--- config.mk ---
export PLATFORM = sky130hd
export DESIGN_NAME = lc_rx_decoder
export DESIGN_NICKNAME = d
export VERILOG_FILES = /design/src/rtl/lcd_pkg.sv /design/src/rtl/lcd_window.sv /design/src/rtl/lcd_out_stage.sv /design/src/rtl/lc_rx_decoder.sv
export SDC_FILE = /design/constraint.sdc
export NUM_CORES = 1
export LEC_CHECK = 0
export BUFFER_PORTS_ARGS = -buffer_cell sky130_fd_sc_hd__buf_2
export CAP_MARGIN = 15
export CELL_PAD_IN_SITES_DETAIL_PLACEMENT = 1
export CELL_PAD_IN_SITES_GLOBAL_PLACEMENT = 1
export CORE_UTILIZATION = 46
export CTS_BUF_LIST = sky130_fd_sc_hd__clkbuf_4 sky130_fd_sc_hd__clkbuf_8
export CTS_CLUSTER_DIAMETER = 200
export CTS_CLUSTER_SIZE = 16
export DETAILED_ROUTE_END_ITERATION = 16
export GPL_ROUTABILITY_DRIVEN = 0
export GPL_TIMING_DRIVEN = 0
export HOLD_SLACK_MARGIN = 0.12
export PLACE_DENSITY_LB_ADDON = 0.1
export RECOVER_POWER = 50
export SETUP_SLACK_MARGIN = 0.2
export SYNTH_ARGS = -nofsm -noshare
export SYNTH_HDL_FRONTEND = slang
export SYNTH_SLANG_ARGS = --single-unit
--- constraint.sdc ---
create_clock -name clk -period 1.8 [get_ports clk]
set_clock_uncertainty 0.1 [all_clocks]
set_input_delay 0.09 -clock clk [delete_from_list [all_inputs] [get_ports clk]]
set_output_delay 0.09 -clock clk [all_outputs]
set_load 0.1 [all_outputs]
--- src/rtl/lcd_pkg.sv ---
package lcd_pkg;

    typedef enum logic [1:0] {
        MODE_SUBST  = 2'b00,
        MODE_AMI    = 2'b01,
        MODE_RETIME = 2'b10,
        MODE_SLICER = 2'b11
    } rx_mode_e;

    typedef struct packed {
        logic [2:0] rsvd;
        logic       pwr_down;
        logic       invert;
        logic       fall_edge;
        rx_mode_e   mode;
    } rx_cfg_t;

    // One received symbol as it travels through the window
    typedef struct packed {
        logic raw_p;
        logic raw_n;
        logic mark;      // decoded binary one, cleared by substitution removal
        logic prev_pol;  // polarity of the pulse before this one (1 = positive)
        logic prev_vld;  // a pulse preceded this symbol since clear
    } line_sym_t;

    typedef struct packed {
        logic data;
        logic pos;
        logic neg;
    } rx_out_t;

    localparam int MIN_WINDOW = 8;
    localparam logic [7:0] CFG_KEEP_MASK = 8'h1F;

    function automatic logic sym_pulse(line_sym_t s);
        return s.raw_p | s.raw_n;
    endfunction

    function automatic logic sym_viol(line_sym_t s);
        return sym_pulse(s) && s.prev_vld && (s.raw_p == s.prev_pol);
    endfunction

endpackage

--- src/rtl/lcd_window.sv ---
module lcd_window
    import lcd_pkg::*;
#(
    parameter int DEPTH = 8
) (
    input  logic clk,
    input  logic rst,
    input  logic clear,
    input  logic t1_sel,
    input  logic in_p,
    input  logic in_n,
    output logic tail_p,
    output logic tail_n,
    output logic tail_mark
);
    localparam int D = (DEPTH < MIN_WINDOW) ? MIN_WINDOW : DEPTH;

    line_sym_t win_q [D];
    line_sym_t nxt   [D];
    logic      last_pol_q;
    logic      seen_q;
    logic      hdb3_hit;
    logic      b8zs_hit;

    always_comb begin
        nxt[0] = '{raw_p: in_p, raw_n: in_n, mark: in_p | in_n,
                   prev_pol: last_pol_q, prev_vld: seen_q};
        for (int i = 1; i < D; i++) begin
            nxt[i] = win_q[i-1];
        end
        // E1: violation behind two zeros -> clear it and the slot three back
        hdb3_hit = !t1_sel && sym_viol(nxt[0])
                   && !sym_pulse(nxt[1]) && !sym_pulse(nxt[2]);
        // T1: 000VB0VB complete when the final B arrives
        b8zs_hit = t1_sel
                   && !sym_pulse(nxt[7]) && !sym_pulse(nxt[6]) && !sym_pulse(nxt[5])
                   && sym_viol(nxt[4])
                   && sym_pulse(nxt[3]) && (nxt[3].raw_p != nxt[4].raw_p)
                   && !sym_pulse(nxt[2])
                   && sym_viol(nxt[1])
                   && sym_pulse(nxt[0]) && (nxt[0].raw_p != nxt[1].raw_p);
        if (hdb3_hit) begin
            nxt[0].mark = 1'b0;
            nxt[3].mark = 1'b0;
        end
        if (b8zs_hit) begin
            nxt[0].mark = 1'b0;
            nxt[1].mark = 1'b0;
            nxt[3].mark = 1'b0;
            nxt[4].mark = 1'b0;
        end
    end

    always_ff @(posedge clk) begin
        if (rst || clear) begin
            for (int i = 0; i < D; i++) begin
                win_q[i] <= '0;
            end
            last_pol_q <= 1'b0;
            seen_q     <= 1'b0;
        end else begin
            for (int i = 0; i < D; i++) begin
                win_q[i] <= nxt[i];
            end
            if (in_p || in_n) begin
                last_pol_q <= in_p;
                seen_q     <= 1'b1;
            end
        end
    end

    assign tail_p    = win_q[D-1].raw_p;
    assign tail_n    = win_q[D-1].raw_n;
    assign tail_mark = win_q[D-1].mark;

endmodule

--- src/rtl/lcd_out_stage.sv ---
module lcd_out_stage
    import lcd_pkg::*;
(
    input  logic     clk,
    input  logic     rst,
    input  rx_mode_e mode,
    input  logic     invert,
    input  logic     fall_edge,
    input  logic     pwr_down,
    input  logic     tail_p,
    input  logic     tail_n,
    input  logic     tail_mark,
    input  logic     in_p,
    input  logic     in_n,
    output logic     rd_data,
    output logic     rd_pos,
    output logic     rd_neg
);
    rx_out_t live_v;
    rx_out_t fall_q;
    rx_out_t pick_v;
    rx_out_t final_v;

    always_comb begin
        unique case (mode)
            MODE_SUBST:  live_v = '{data: tail_mark,          pos: 1'b0,   neg: 1'b0};
            MODE_AMI:    live_v = '{data: tail_p | tail_n,    pos: 1'b0,   neg: 1'b0};
            MODE_RETIME: live_v = '{data: 1'b0,               pos: tail_p, neg: tail_n};
            default:     live_v = '{data: 1'b0,               pos: in_p,   neg: in_n};
        endcase
    end

    // Copy taken half a cycle later for falling-edge update
    always_ff @(negedge clk) begin
        if (rst) begin
            fall_q <= '0;
        end else begin
            fall_q <= live_v;
        end
    end

    always_comb begin
        pick_v  = (fall_edge && mode != MODE_SLICER) ? fall_q : live_v;
        final_v = pwr_down ? rx_out_t'({3{invert}}) : rx_out_t'(pick_v ^ {3{invert}});
    end

    assign rd_data = final_v.data;
    assign rd_pos  = final_v.pos;
    assign rd_neg  = final_v.neg;

endmodule

--- src/rtl/lc_rx_decoder.sv ---
module lc_rx_decoder
    import lcd_pkg::*;
#(
    parameter int WINDOW = 8
) (
    input  logic       clk,
    input  logic       rst,
    input  logic       std_t1,
    input  logic       cfg_wr,
    input  logic [7:0] cfg_wdata,
    input  logic       rx_pos,
    input  logic       rx_neg,
    output logic       rd_data,
    output logic       rd_pos,
    output logic       rd_neg
);
    rx_cfg_t cfg_q;
    logic    tail_p;
    logic    tail_n;
    logic    tail_mark;

    always_ff @(posedge clk) begin
        if (rst) begin
            cfg_q <= '0;
        end else if (cfg_wr) begin
            cfg_q <= rx_cfg_t'(cfg_wdata & CFG_KEEP_MASK);
        end
    end

    lcd_window #(.DEPTH(WINDOW)) u_window (
        .clk       (clk),
        .rst       (rst),
        .clear     (cfg_q.pwr_down),
        .t1_sel    (std_t1),
        .in_p      (rx_pos),
        .in_n      (rx_neg),
        .tail_p    (tail_p),
        .tail_n    (tail_n),
        .tail_mark (tail_mark)
    );

    lcd_out_stage u_out (
        .clk       (clk),
        .rst       (rst),
        .mode      (cfg_q.mode),
        .invert    (cfg_q.invert),
        .fall_edge (cfg_q.fall_edge),
        .pwr_down  (cfg_q.pwr_down),
        .tail_p    (tail_p),
        .tail_n    (tail_n),
        .tail_mark (tail_mark),
        .in_p      (rx_pos),
        .in_n      (rx_neg),
        .rd_data   (rd_data),
        .rd_pos    (rd_pos),
        .rd_neg    (rd_neg)
    );

endmodule

==> metrics <==
status=complete, but fails checks; failing checks=negative setup slack; Yosys cell types=29; Worst R2R Path Depth=6; Post-Syn Nets=approximately 160; Main synth FF type=dfxtp_1; Pre-antenna DRT Iters=4; Final Hold Viols=0; Post-Syn Area=about 0.0015 mm^2; relative slew slack=0.598; ant diodes=0; PwrDens=~880 mW/mm^2; # Max-Cap Violations=0; wire length per cell=between 15 and 20 um; Iter 0 DRT Violations=47; final worst setup slack=-0.768 ns; overall routing resource usage=0.252; global-route wire length before repair=5960 um; Post-synth EDFFs=0; share of cells above drive strength 1=0.250; final setup vio count=6; hold path cells=2; vias in the first global route=1239; Final nets=roughly 190; starting density of the core=0.484; Area contributors post-synth=dfxtp_1 (57%), and2_1 (12%), mux2i_1 (5.5%); post-DR vias/cell=approximately 5.3; I/O Buffers=10; Worst-path clk slew=about 0.14 ns; top-area cell type share of the netlist area=0.574; Worst Setup Start Kind=flip-flop; max-slew violations=0; largest net degree at the start of global routing=16; initial antenna violation count=0; Async S/R FF share, synth=0; Crit. End Element=output pin; P&R area growth vs syn=37.2%; CTS root buf=clkbuf_4; maximum buffer depth of the clock tree=2; placed cells=196; CTS tree=built; CTS Buf Count=5; DP Area=0.00164 mm^2; DP HPWL=roughly 2300 um; Die Y=58.4 um; DR vias=1180; Yosys reg bits=42; CP required=around 1.6 ns; Setup Crit Path Kind=flip-flop to output pin; clock latency on the worst-skew pair=approximately 0.4 ns; H-tree Lvls=2; drt drc=0; Core Region=approximately 0.003 mm^2; worst hold path class=input pin to flip-flop; unrepaired setup endpoints after global routing=yes; IO Pins=17; clk sinks=42; Core Rows=20; critical path data arrival time=around 2.4 ns; Ys Warns=0; Leak=about 0.80 nW; Syn Area/Cell=slightly above 10 um^2; gr ovfl total=0; Max FO, Critical Path=1; Peak VDD IR=a little under 0.6 mV; worst-margin pin slew=about 0.6 ns; Non-Filler Instances=224; Synth area leader=dfxtp_1; ANT nets after route=0; fin util=0.664; Seq/Total Area, Yosys=0.574; finished layout cell area=a little over 0.002 mm^2; worst hold margin=0.140 ns; area of the die=~0.0034 mm^2; Routed WL=4370 um; Cells after Synth=approximately 140; Die Width=between 50 and 60 um
layout by cell type (no fill, tap or decap), drive strengths merged, types with 2 or more instances in the layout:
cell / netlist / routed
dlygate4sd3: 0 / 14
and3: 2 / 2
nand2b: 2 / 2
nand3: 3 / 3
dfxtp: 42 / 42
mux2i: 8 / 8
and2: 28 / 28
nor3: 2 / 2
nor4: 3 / 3
xor2: 3 / 3
buf: 1 / 15
nor4b: 2 / 2
nor2: 14 / 14
o211ai: 2 / 2
nand4b: 2 / 2
clkbuf: 7 / 12
a31oi: 2 / 2
nand2: 5 / 5
clkinvlp: 0 / 2
inv: 2 / 5
a21oi: 3 / 3
routing by layer:
layer / share of wire / global-route usage / vias to the layer above
met5: 0 / 0 / -
met4: 0.046 / 0.156 / 0
met3: 0.039 / 0.0747 / 17
met2: 0.53 / 0.470 / 30
met1: 0.38 / 0.240 / 584
li1: - / - / 549
worst max-delay path: stages (launching register included):
cell and delay (ns):
dfxtp_2 0.34, nand3_2 0.11, a21oi_4 0.21, xor2_4 0.18, buf_12 0.19
final timing paths:
check	from	to	slack, ns
max	u_out.fall_q[2]	rd_data	-0.77
min	rx_pos	u_window.seen_q	0.14
max reg2reg	cfg_q[0]	u_out.fall_q[1]	-0.31
min reg2reg	u_window.win_q[0][2]	u_window.win_q[0][7]	0.33
registers in the layout, indices dropped and copies added, names as in the netlist:
| signal | count |
|---|---|
| u_out.fall_q | 3 |
| u_window.last_pol_q | 1 |
| cfg_q | 5 |
| u_window.win_q | 32 |
| u_window.seen_q | 1 |
cell usage after synthesis, types with 3 or more instances:
cell,count
mux2i_1,8
dfxtp_1,42
nand2_1,5
clkbuf_1,7
xor2_1,3
and2_1,28
nor4_1,3
nand3_1,3
nor2_1,14
area by class of cell:
type / count / area (um^2)
repair buffers: 28 / 280
clock buffers: 5 / 37.5
flip-flops and latches: 42 / 847
plain buffers: 8 / 40.0
clock inverters: 6 / 35.0
inverters: 1 / 3.75
multi-input cells: 90 / 712
fillers: 318 / 1020
well taps: 44 / 55.1
power by group:
part	total [mW]	internal, mW	switching (mW)
Sequential	0.988	0.958	0.0291
Clock	0.547	0.165	0.382
Combinational	0.235	0.106	0.128
Total	1.77	1.23	0.539
logic make-up (layout without fill, tap and decap cells):
kind of cell | count (synthesis) | in the layout | synth area share
and+or+nand+nor | 67 | 67 | 0.267
DFF | 42 | 42 | 0.574
AOI/OAI and AO/OA | 12 | 12 | 0.0555
buffers and inverters | 10 | 48 | 0.0307
muxes | 8 | 8 | 0.0547
xor gates and xnor gates | 3 | 3 | 0.0179
metrics by stage:
| step | setup WS [ns] | TNS, ns | total power, mW |
|---|---|---|---|
| floorplan | -0.469 | -1.41 | 1.13 |
| global placement | -0.478 | -1.42 | 1.17 |
| detailed placement | -0.504 | -1.59 | 1.17 |
| CTS | -0.740 | -2.47 | 1.73 |
| global route | -0.793 | -3.04 | 1.84 |
| finish | -0.768 | -2.78 | 1.77 |
repair_timing:
| action | in CTS | in global routing |
|---|---|---|
| setup endpoints to repair | 6 | 8 |
| setup buffers | 2 | 2 |
| cloned | 0 | 0 |
| hold buffers | 15 | 0 |
| resized for setup | 16 | 18 |
| pin swaps | 3 | 5 |
| endpoints found under the hold margin | 11 | 0 |
Note: power is estimated with default switching activity, not from simulation.
